[src/rtl/vid_grab_ctrl.sv]
`timescale 1ns/1ps
module vid_grab_ctrl #(
  parameter int DW          = 8,
  parameter int COLS        = 14,
  parameter int ROWS        = 10,
  parameter int FRONT_LINES = 17,
  parameter int LINE_STRIDE = 24,
  parameter int START_CYC   = 95,
  parameter int STEP_EVEN   = 37,
  parameter int STEP_ODD    = 38
) (
  input  logic                          clk,
  input  logic                          rst,
  input  logic                          enable,
  input  logic                          vsync_n,
  input  logic                          csync_n,
  input  logic [DW-1:0]                 ad_data,
  output logic                          ad_clk,
  output logic                          ad_oe,
  output logic [$clog2(ROWS*COLS)-1:0]  sram_addr,
  output logic [DW-1:0]                 sram_wdata,
  output logic                          sram_we,
  output logic                          row_inc,
  output logic                          done
);
  localparam int CELLS = ROWS * COLS;
  localparam int AW = $clog2(CELLS);
  localparam int HW = $clog2(FRONT_LINES + 1);
  localparam int SW = $clog2(LINE_STRIDE + 1);
  localparam int CW = $clog2(COLS + 1);
  localparam int RW = $clog2(ROWS + 1);
  localparam int TW = $clog2(START_CYC + STEP_ODD + 1);
  localparam logic [AW-1:0] A_END = AW'(CELLS - 1);
  localparam logic [HW-1:0] H_END = HW'(FRONT_LINES - 1);
  localparam logic [SW-1:0] S_END = SW'(LINE_STRIDE - 1);
  localparam logic [CW-1:0] C_END = CW'(COLS - 1);
  localparam logic [RW-1:0] R_END = RW'(ROWS - 1);
  localparam logic [TW-1:0] T_START = TW'(START_CYC - 1);
  localparam logic [TW-1:0] T_EVEN = TW'(STEP_EVEN - 3);
  localparam logic [TW-1:0] T_ODD = TW'(STEP_ODD - 3);

  typedef enum logic [3:0] {
    ST_IDLE, ST_SKIP, ST_DELAY, ST_WR0, ST_WR1, ST_GAP, ST_ROWEND, ST_WAIT, ST_DONE
  } state_t;

  state_t          state;
  logic            vs_q, cs_q;
  logic [TW-1:0]   tmr;
  logic [HW-1:0]   hcnt;
  logic [SW-1:0]   skip;
  logic [CW-1:0]   col;
  logic [RW-1:0]   row;
  logic [AW-1:0]   addr;
  logic            fin;

  wire vs_fall = vs_q & ~vsync_n;
  wire cs_fall = cs_q & ~csync_n;

  always_ff @(posedge clk) begin
    if (rst) begin
      vs_q <= 1'b1;
      cs_q <= 1'b1;
    end else begin
      vs_q <= vsync_n;
      cs_q <= csync_n;
    end
  end

  always_ff @(posedge clk) begin
    if (rst) begin
      state <= ST_IDLE;
      tmr   <= '0;
      hcnt  <= '0;
      skip  <= '0;
      col   <= '0;
      row   <= '0;
      addr  <= '0;
      fin   <= 1'b0;
    end else if (!enable) begin
      state <= ST_IDLE;
      fin   <= 1'b0;
    end else if (vs_fall && state != ST_DONE) begin
      state <= ST_SKIP;
      hcnt  <= '0;
    end else begin
      case (state)
        ST_SKIP: if (cs_fall) begin
          if (hcnt == H_END) begin
            state <= ST_DELAY;
            tmr   <= T_START;
            row   <= '0;
            col   <= '0;
            addr  <= '0;
            skip  <= '0;
          end else begin
            hcnt <= hcnt + 1'b1;
          end
        end
        ST_DELAY, ST_GAP: begin
          if (tmr == '0) state <= ST_WR0;
          else tmr <= tmr - 1'b1;
        end
        ST_WR0: state <= ST_WR1;
        ST_WR1: begin
          if (addr != A_END) addr <= addr + 1'b1;
          if (col == C_END) begin
            col   <= '0;
            state <= ST_ROWEND;
          end else begin
            col   <= col + 1'b1;
            tmr   <= col[0] ? T_ODD : T_EVEN;
            state <= ST_GAP;
          end
        end
        ST_ROWEND: begin
          if (row == R_END) begin
            state <= ST_DONE;
            fin   <= 1'b1;
          end else begin
            row   <= row + 1'b1;
            skip  <= '0;
            state <= ST_WAIT;
          end
        end
        ST_WAIT: if (cs_fall) begin
          if (skip == S_END) begin
            skip  <= '0;
            tmr   <= T_START;
            state <= ST_DELAY;
          end else begin
            skip <= skip + 1'b1;
          end
        end
        default: state <= state;
      endcase
    end
  end

  assign ad_clk     = (state == ST_WR0);
  assign sram_we    = (state == ST_WR1);
  assign ad_oe      = ad_clk | sram_we;
  assign row_inc    = (state == ST_ROWEND);
  assign done       = fin;
  assign sram_addr  = addr;
  assign sram_wdata = ad_oe ? ad_data : '0;

  assert_we_after_strobe_R5: assert property (@(posedge clk) disable iff (rst)
    sram_we |-> ($past(ad_clk) && $stable(sram_addr)));

  assert_addr_step_R7: assert property (@(posedge clk) disable iff (rst)
    (sram_we && enable && !vs_fall && sram_addr != A_END) |=> (sram_addr == $past(sram_addr) + 1'b1));

  assert_addr_cap_R7: assert property (@(posedge clk) disable iff (rst)
    sram_addr <= A_END);

  assert_rowinc_after_write_R8: assert property (@(posedge clk) disable iff (rst)
    row_inc |-> $past(sram_we));

  assert_done_after_rowinc_R9: assert property (@(posedge clk) disable iff (rst)
    $rose(done) |-> $past(row_inc));

  assert_quiet_when_done_R9: assert property (@(posedge clk) disable iff (rst)
    done |-> !ad_oe);

  assert_idle_when_disabled_R10: assert property (@(posedge clk) disable iff (rst)
    $past(!enable) |-> (!ad_oe && !row_inc && !done));
endmodule

[config.mk]
export PLATFORM = sky130hd
export DESIGN_NAME = vid_grab_ctrl
export DESIGN_NICKNAME = d
export VERILOG_FILES = /design/src/rtl/vid_grab_ctrl.sv
export SDC_FILE = /design/constraint.sdc
export NUM_CORES = 1
export LEC_CHECK = 0
export BUFFER_PORTS_ARGS = -buffer_cell sky130_fd_sc_hd__buf_2
export CAP_MARGIN = 40
export CORE_ASPECT_RATIO = 1.75
export CORE_MARGIN = 3
export CORE_UTILIZATION = 30
export DETAILED_ROUTE_END_ITERATION = 10
export GPL_TIMING_DRIVEN = 0
export PLACE_DENSITY_LB_ADDON = 0.12
export SLEW_MARGIN = 20
export SYNTH_ARGS = -nofsm -noshare
export SYNTH_HDL_FRONTEND = slang
export SYNTH_SLANG_ARGS = --single-unit
[constraint.sdc]
create_clock -name clk -period 5.3 [get_ports clk]
set_input_delay 0.265 -clock clk [delete_from_list [all_inputs] [get_ports clk]]
set_output_delay 0.265 -clock clk [all_outputs]
set_load 0.01 [all_outputs]
==> results of run 1 <==
## worst min-delay path by stage
| stage | startpoint | to |
|---|---|---|
| after floorplan | csync_n | cs_q$_SDFF_PP1_ |
| after global placement | col[3]$_SDFFE_PP0P_ | col[3]$_SDFFE_PP0P_ |
| after detailed placement | col[3]$_SDFFE_PP0P_ | col[3]$_SDFFE_PP0P_ |
| after CTS | vsync_n | vs_q$_SDFF_PP1_ |
| after global routing | vsync_n | vs_q$_SDFF_PP1_ |
| final | vsync_n | vs_q$_SDFF_PP1_ |
## flip-flops by register name, summed over array words and instances, names as in the netlist
register	flops
sram_addr	8
tmr	8
hcnt	5
skip	5
col	4
row	4
state	4
cs_q	1
done	1
vs_q	1
## cells in the final DEF, fill, tap and decap left out, types with 3 or more instances in the layout
master / synthesis / layout
clkbuf_16: 0 / 5
mux2i_1: 4 / 4
nor4_1: 3 / 3
nand3b_1: 3 / 3
a211oi_1: 6 / 6
a2111oi_2: 3 / 3
dfxtp_1: 41 / 41
buf_2: 2 / 33
clkbuf_1: 4 / 4
or4_1: 5 / 5
nor2_1: 35 / 35
o21ai_2: 4 / 4
and2_1: 5 / 5
nand2b_1: 5 / 5
xnor2_1: 9 / 9
nand2_1: 9 / 9
nor3_1: 7 / 7
inv_1: 16 / 16
nand4_1: 4 / 4
o311ai_0: 4 / 4
ha_1: 10 / 10
buf_4: 4 / 4
o21ai_0: 9 / 9
nor2b_1: 12 / 12
a21oi_1: 28 / 28
clkinv_2: 1 / 3
nand3_1: 15 / 15
a31oi_1: 4 / 4
o31ai_1: 6 / 6
buf_6: 4 / 4
## area by class of cell
class	count	area [um2]	share of cell area, %
multi-input cells	235	1639	53.25
inverters	18	68.82	2.236
repair buffers	31	155.1	5.041
clock buffers	5	125.1	4.065
well taps	115	143.9	4.675
plain buffers	15	107.6	3.496
clock inverters	3	17.52	0.5691
flip-flops and latches	41	820.8	26.67
## kinds of logic after synthesis
kind of cell	after synthesis	synth area share, %
and+or+nand+nor	123	27.43
AOI/OAI and AO/OA	88	25.15
DFF	41	31.13
buffers and inverters	33	6.692
xor gates and xnor gates	10	3.322
adders and majority gates	10	4.746
muxes	4	1.519
## per-layer routing
metal	GRT usage [%]	vias up	share of wire (%)
li1	-	1226	-
met3	2.210	12	2.4
met5	0	-	0
met1	15.41	1147	41
met2	29.29	42	54
met4	6.617	0	2.3
## worst max-delay path: stages (launching register included)
cell	delay, ps
dfxtp_1	330
inv_1	90
ha_1	160
nand4bb_1	210
a32o_1	340
a211oi_1	640
o211ai_2	320
a221oi_1	350
## stage by stage
stage          utilization [%]  total power, uW  instance area (um2)  worst slack, ps  std cells
6_report                 36.54            694.0                 3078             2772        463
5_1_grt                  36.54            727.3                 3078             2520        463
4_1_cts                  36.54            707.6                 3078             2690        463
3_5_place_dp             34.85            399.2                 2935             2732        455
3_3_place_gp             34.85            399.5                 2935             2755        455
2_1_floorplan                -            376.7                 2636             3047        309
## report_power, final
part	switching (uW)	internal, uW	total, uW
clock	129	173	301
combinational	48.4	29.2	77.6
sequential	3.32	312	315
==> impl_metrics.toml, run 1 <==
[sta]
rsz0062_at_grt = "false"
fin_crit_ps = 2528
final_hold_viol_count = 0
worst_slew_pin_slew_ps = 709.1
slew_headroom_pct = 52.29
fin_worst_skew_ps = 3.402
slew_viol_final = 0
fmax_mhz = 395.5
setup_tns_ps = 0
setup_violations = 0
fin_crit_sh_pct = 47.70
holdWs_ps = 197.7

[setup_path]
setup.worst_path.end = "tmr[0]$_SDFFE_PP0P_"
r2r_start = "hcnt[0]$_SDFFE_PP0P_"
path_max_fanout = 6
crit_path_start = "hcnt[0]$_SDFFE_PP0P_"
ff2ff_path_depth = 7
critPathRequiredTime_ps = 5490
worstPathArrival_ps = 2720
r2r_end = "tmr[0]$_SDFFE_PP0P_"
reg2reg_slack_ps = 2770
cp-end-kind = "register"
cp-start-kind = "register"
worstSetupPathType = "reg -> reg"

[clock_tree]
tritoncts = "yes"
clk_transition_reported_paths_ps = 60
cts_resized = 0
cts_sinks = 41
root_buffer = "clkbuf_16"
ctsLongestPathBuffers = 2
insertion_delay_ps = 290
cts_inserted_buffers = 5
h-tree-depth = 2
postCtsSetupBuffers = 0
hold_buffers = 0

[floorplan]
fp.dieW_um = 76.86
initial_core_util_pct = 31.30
row_count = 44
core_area_um2 = 8423
dieHeight_um = 130.0
io_pins = 34
dieArea_um2 = 9993

[pwr]
power.density_nw_per_um2 = 225.5
ir_worst_vdd_mv = 0.1670
p_leak_uw = 0.001127

[global_route]
grt_max_degree = 14
gr-total-overflow = 0
antenna_found_initial = 0
grt_pass1_wl_um = 11870
grt.total_usage_pct = 14.91
grt_pass1_vias = 2401

[routing]
drt_wl_total_um = 7214
drt_iter0_markers = 90
ant_nets = 0
route.detailed.drc = 0
wl_per_cell_um = 15.58
detailedRoute.firstPassIterationCount = 4
vias = 2427
via_per_inst = 5.242

[placement]
dp_hpwl_um = 5423
port-buffer-count = 31
gp_congestion = 0.7763

[layout]
drive_gt1_share_pct = 21.26
syn_to_final_growth_pct = 16.75
fin_nets = 370
antennaDiodeCount = 0
fillers = 874

[logic_synthesis]
syn_avg_cell_area_um2 = 8.532
ys_ff_latch = 41
synthArstFlopShare_pct = 0
synthTopCellsByCount = "dfxtp_1 (41), nor2_1 (35), a21oi_1 (28)"
synth_top_area_share_pct = 31.13
synthesis.nets = 332
synth-seq-area-share_pct = 31.13
synth_edf_count = 0
yosys_warnings = 0
synth.top_cells.by_area = "dfxtp_1 (31%), a21oi_1 (5.3%), nor2_1 (5.0%)"
synth_cell_types = 67
synthMostInstantiatedCell = "dfxtp_1"
yosysTopAreaCell = "dfxtp_1"
syn_inst = 309
synthFlopType = "dfxtp_1"
syn_area_um2 = 2636

[hold_path]
hold_path_class = "in -> reg"
hold_depth = 2

[outcome]
outcome = "finished clean"

[flow_run]
cap_violations = 0
No activity file was read; power rests on OpenSTA's default activity.
==> inputs of run 2 (changes only) <==
==> constraint.sdc (replaced) <==
create_clock -name clk -period 2.1 [get_ports clk]
set_input_delay 0.105 -clock clk [delete_from_list [all_inputs] [get_ports clk]]
set_output_delay 0.105 -clock clk [all_outputs]
set_load 0.01 [all_outputs]
==> run 2 against run 1 <==
  * The flow now finishes with violations (negative setup slack)
  * Via count up 4.4%
  * Sequential power rose to 2.5 times the previous value
  * Sequential share of layout area down 3.6 points
  * First-iteration DRC count down 39%
  * Core utilization up 6.2 points
  * Final cell count up 4.8%
  * Critical path type unchanged
  * Largest cell class unchanged
==> impl_metrics.toml, run 2 (synthesis results as in run 1) <==
[floorplan]
dieHeight_um = 130.0
dieArea_um2 = 9993
row_count = 44
fp.dieW_um = 76.86
core_area_um2 = 8423
io_pins = 34
initial_core_util_pct = 31.30

[setup_path]
setup.worst_path.end = "state[0]$_SDFFE_PP0P_"
critPathRequiredTime_ps = 2270
cp-start-kind = "register"
cp-end-kind = "register"
r2r_end = "state[0]$_SDFFE_PP0P_"
worstSetupPathType = "reg -> reg"
crit_path_start = "tmr[0]$_SDFFE_PP0P_"
reg2reg_slack_ps = -100
path_max_fanout = 5
worstPathArrival_ps = 2380
ff2ff_path_depth = 7
r2r_start = "tmr[0]$_SDFFE_PP0P_"

[routing]
detailedRoute.firstPassIterationCount = 4
wl_per_cell_um = 16.08
via_per_inst = 5.225
drt_iter0_markers = 55
drt_wl_total_um = 7800
vias = 2534
ant_nets = 0
route.detailed.drc = 0

[sta]
fin_crit_sh_pct = 104.9
slew_viol_final = 0
worst_slew_pin_slew_ps = 714.7
fmax_mhz = 454.1
final_hold_viol_count = 0
fin_crit_ps = 2202
rsz0062_at_grt = "true"
fin_ws_ps = -102.1
setup_violations = 10
holdWs_ps = 31.59
slew_headroom_pct = 51.91
fin_worst_skew_ps = 8.442
setup_tns_ps = -494.4

[flow_run]
cap_violations = 0

[clock_tree]
clk_transition_reported_paths_ps = 60
cts_sinks = 41
root_buffer = "clkbuf_16"
tritoncts = "yes"
h-tree-depth = 2
ctsLongestPathBuffers = 2
cts_inserted_buffers = 5
insertion_delay_ps = 290

[global_route]
grt.total_usage_pct = 15.89
grt_pass1_vias = 2658
grt_max_degree = 13
grt_pass1_wl_um = 12620
gr-total-overflow = 0
antenna_found_initial = 0

[layout]
post-route-util_pct = 42.78
reg.largest.list = "sram_addr x8, tmr x8"
mostFrequentLayoutCell = "dfxtp_1"
antennaDiodeCount = 0
drive_gt1_share_pct = 36.49
layout_common_cells = "dfxtp_1 (33), nor2_1 (32), buf_2 (31), a21oi_1 (24), buf_4 (22)"
syn_to_final_growth_pct = 36.69
fin_nets = 392

[pwr]
sequentialPowerShare_pct = 43.9
p_switching_uw = 485.4
p_int_uw = 1330
power.total_uw = 1816
clkPwrFrac_pct = 41.8
ir_worst_vdd_mv = 0.5656
p_comb_share_pct = 14.3
power.density_nw_per_um2 = 503.9
switching_share_pct = 26.73
p_leak_uw = 0.001305

[placement]
dp_hpwl_um = 5513
port-buffer-count = 31
pre_cts_ws_ps = -444.9
gp_congestion = 0.7850

[outcome]
violations = "negative setup slack"
outcome = "complete, but fails checks"

[hold_path]
hold_path_class = "in -> reg"
==> run 2: changes by cell type in the layout (fill, tap and decap cells not counted), sizes merged <==
| cell | delta |
|---|---|
| buf | +21 |
| clkbuf | +2 |
| clkinvlp | -1 |
==> run 2: per-layer routing <==
metal	vias up	wire, um	track usage, %
li1	1270	-	-
met1	1222	3002	15.71
met2	27	4426	31.55
met3	15	171	2.486
met4	0	199	7.898
met5	-	0	0
==> run 2: metrics by stage <==
| stage | cell area [um2] | instances |
|---|---|---|
| floorplan | 2638 | 309 |
| global placement | 2937 | 455 |
| detailed placement | 2937 | 455 |
| CTS | 3398 | 479 |
| global route | 3603 | 485 |
| finish | 3603 | 485 |
==> run 2: cell type report <==
cell class,instances,area (um2)
clock inverter,2,10.01
fill,866,4820
timing repair buffer,55,376.6
buffer,13,115.1
sequential,41,830.8
multi-input combinational,235,1918
inverter,18,80.08
tap,115,143.9
clock buffer,6,128.9
==> run 2: power groups by stage <==
stage / Clock [uW] / Combinational [uW] / Sequential, uW
detailed placement: 0 / 195 / 813
global route: 817 / 278 / 797
global placement: 0 / 195 / 813
CTS: 786 / 228 / 795
finish: 760 / 259 / 797
floorplan: 0 / 141 / 810
==> run 2: repair_timing <==
item	in CTS	in global routing
endpoints found under the setup margin	41	35
pin swaps	12	23
gates resized for setup	42	33
buffers inserted	18	5
cloned	0	1
hold buffers	0	0
==> run 2: worst min path at each step <==
stage	from	endpoint	slack (ps)	cells past startpoint
2_1_floorplan	csync_n	cs_q$_SDFF_PP1_	210	1
3_3_place_gp	vsync_n	vs_q$_SDFF_PP1_	320	2
4_1_cts	vsync_n	vs_q$_SDFF_PP1_	30	2
3_5_place_dp	vsync_n	vs_q$_SDFF_PP1_	330	2
6_report	vsync_n	vs_q$_SDFF_PP1_	30	2
5_1_grt	rst	cs_q$_SDFF_PP1_	50	2
==> run 2: worst max-delay path, stage by stage (launching register included) <==
cell and delay (ps):
dfxtp_2 330, inv_2 50, ha_1 130, or4b_4 450, or4_4 480, o2111ai_2 220, nand3_2 120, o311a_1 300
==> inputs of run 3 (changes only) <==
--- a/config.mk
+++ b/config.mk
@@ -7,7 +7,7 @@
 export LEC_CHECK = 0
 export BUFFER_PORTS_ARGS = -buffer_cell sky130_fd_sc_hd__buf_2
 export CAP_MARGIN = 40
-export CORE_ASPECT_RATIO = 1.75
+export CORE_ASPECT_RATIO = 1.25
 export CORE_MARGIN = 3
 export CORE_UTILIZATION = 30
 export DETAILED_ROUTE_END_ITERATION = 10
==> run 3 against run 2 <==
  * The flow still finishes with violations (negative setup slack)
  * Core utilization is 0.72 points lower
  * Combinational power down 7%
  * Power is 5.1% lower
  * Via count grew 1.4%
  * Clock skew shrank 3.2 ps
  * Register-to-register slack hardly changed
  * Largest power group unchanged
  * Critical path type unchanged
  * Sequential share of layout area rose by 0.52 points
  * Flip-flop and latch count unchanged
  * Wire length down 1.3%
==> impl_metrics.toml, run 3 (synthesis results as in run 1) <==
[setup_path]
max_stage_delay_ps = 490
cp-end-kind = "register"
crit_family = "simple AND/OR/NAND/NOR gates"
r2r_start = "tmr[0]$_SDFFE_PP0P_"
r2r_end = "state[0]$_SDFFE_PP0P_"
critPathRequiredTime_ps = 2300
cp-start-kind = "register"
slowest_stage = "or4_4"
worstSetupPathType = "reg -> reg"
ff2ff_path_depth = 7
reg2reg_slack_ps = -90
worstPathArrival_ps = 2390
cp.buffers_inverters = 1
path_max_fanout = 4
cp_cell_sequence = "inv_2 -> ha_4 -> or4b_4 -> or4_4 -> o2111ai_2 -> nand3_2 -> o311a_1"

[hold_path]
worst_hold_startpoint = "vsync_n"
hold_path_class = "in -> reg"
hold_depth = 2
hold_path_end = "vs_q$_SDFF_PP1_"

[global_route]
grt_max_degree = 13
gr-total-overflow = 0
grt_pass1_vias = 2554
grt.total_usage_pct = 15.63
grt_pass1_wl_um = 12900
antenna_found_initial = 0

[floorplan]
fp.dieW_um = 89.85
dieHeight_um = 110.8
io_pins = 34
initial_core_util_pct = 31.46
core_area_um2 = 8379
dieArea_um2 = 9955
row_count = 37

[placement]
gp_congestion = 0.8267
dp_hpwl_um = 5184
port-buffer-count = 31
placed_cell_area_um2 = 2939

[layout]
multiInputGateArea_um2 = 1878
fin_area_um2 = 3525
seq_area_um2 = 830.8
reg.largest.list = "sram_addr x8, tmr x8"
antennaDiodeCount = 0
drive_gt1_share_pct = 35.05
fin_nets = 390
syn_to_final_growth_pct = 33.70
post-route-util_pct = 42.06
layout_common_cells = "nor2_1 (33), dfxtp_1 (33), buf_2 (31), a21oi_1 (24), buf_4 (19)"
fillers = 842

[sta]
fin_worst_skew_ps = 5.257
fin_ws_ps = -89.12
setup_violations = 6
slew_viol_final = 0
final_hold_viol_count = 0
fin_crit_ps = 2189
worst_slew_pin_slew_ps = 669.7
rsz0062_at_grt = "true"
fmax_mhz = 456.8
slew_headroom_pct = 55.35
fin_crit_sh_pct = 104.2
setup_tns_ps = -200.5

[clock_tree]
ctsLongestPathBuffers = 2
cts_sinks = 41
tritoncts = "yes"
h-tree-depth = 2
cts_inserted_buffers = 5
clk_transition_reported_paths_ps = 80
insertion_delay_ps = 300
root_buffer = "clkbuf_8"

[routing]
drt_wl_total_um = 7697
via_per_inst = 5.297
route.detailed.drc = 0
drt_iter0_markers = 126
ant_nets = 0
vias = 2569
detailedRoute.firstPassIterationCount = 4
wl_per_cell_um = 15.87

[outcome]
violations = "negative setup slack"
outcome = "complete, but fails checks"

[pwr]
p_leak_uw = 0.001282
ir_worst_vdd_mv = 0.2429
power.density_nw_per_um2 = 488.9

[flow_run]
cap_violations = 0
run 3: cell count changes in the layout (fill, tap and decap cells not counted), sizes merged:
cell,change
buf,-1
a211o,+1
clkbuf,-1
inv,+1
clkinv,-3
bufinv,+1
run 3: area by class of cell:
type                       instances  share of cell area (%)
multi-input combinational        236                   53.28
sequential                        41                   23.57
timing repair buffer              52                   10.22
tap                              117                   4.153
buffer                            13                   3.337
clock buffer                       7                   2.449
inverter                          18                   2.130
clock inverter                     1                  0.8520
run 3: per-layer routing:
layer / up-vias / part of all wire (%) / track usage, % / routed length, um
met2: 38 / 51 / 28.01 / 3927
met3: 9 / 1.9 / 2.105 / 149
met5: - / 0 / 0 / 0
met1: 1253 / 46 / 19.43 / 3523
li1: 1269 / - / - / -
met4: 0 / 1.2 / 4.499 / 96
run 3: worst max path at each step:
stage / start / end / slack, ps / cells past startpoint
5_1_grt: tmr[0]$_SDFFE_PP0P_ / state[0]$_SDFFE_PP0P_ / -160 / 7
4_1_cts: tmr[0]$_SDFFE_PP0P_ / state[0]$_SDFFE_PP0P_ / -180 / 7
2_1_floorplan: tmr[0]$_SDFFE_PP0P_ / state[0]$_SDFFE_PP0P_ / -110 / 8
3_5_place_dp: hcnt[0]$_SDFFE_PP0P_ / tmr[1]$_SDFFE_PP0P_ / -410 / 7
6_report: tmr[0]$_SDFFE_PP0P_ / state[0]$_SDFFE_PP0P_ / -90 / 7
3_3_place_gp: hcnt[0]$_SDFFE_PP0P_ / tmr[1]$_SDFFE_PP0P_ / -420 / 7
run 3: timing repair:
| action | CTS | global route |
|---|---|---|
| pin swaps | 20 | 29 |
| endpoints found under the setup margin | 41 | 35 |
| setup buffers | 16 | 4 |
| cloned | 2 | 0 |
| gates resized for setup | 44 | 28 |
| hold buffers | 0 | 0 |
run 3: worst register-to-register path: stages (launching register included):
cell       delay (ps)
dfxtp_2           330
inv_2              70
ha_4              120
or4b_4            450
or4_4             490
o2111ai_2         200
nand3_2           130
o311a_1           300
run 3: report_power, final:
group,internal [uW],total (uW),leakage [uW],switching [uW]
Combinational,97.8,242,0.000888,144
Clock,388,686,0.0000585,298
Sequential,786,795,0.000335,9.04
Total,1270,1720,0.00128,451
run 3: through the flow:
step,instances,hold slack (ps),setup slack [ps],total power (uW)
floorplan,309,208.8,-106.1,951.4
global placement,457,322.2,-420.3,1010
detailed placement,457,333.5,-413.1,1009
CTS,481,19.34,-180.2,1734
global route,485,34.65,-157.0,1788
finish,485,19.63,-89.12,1723
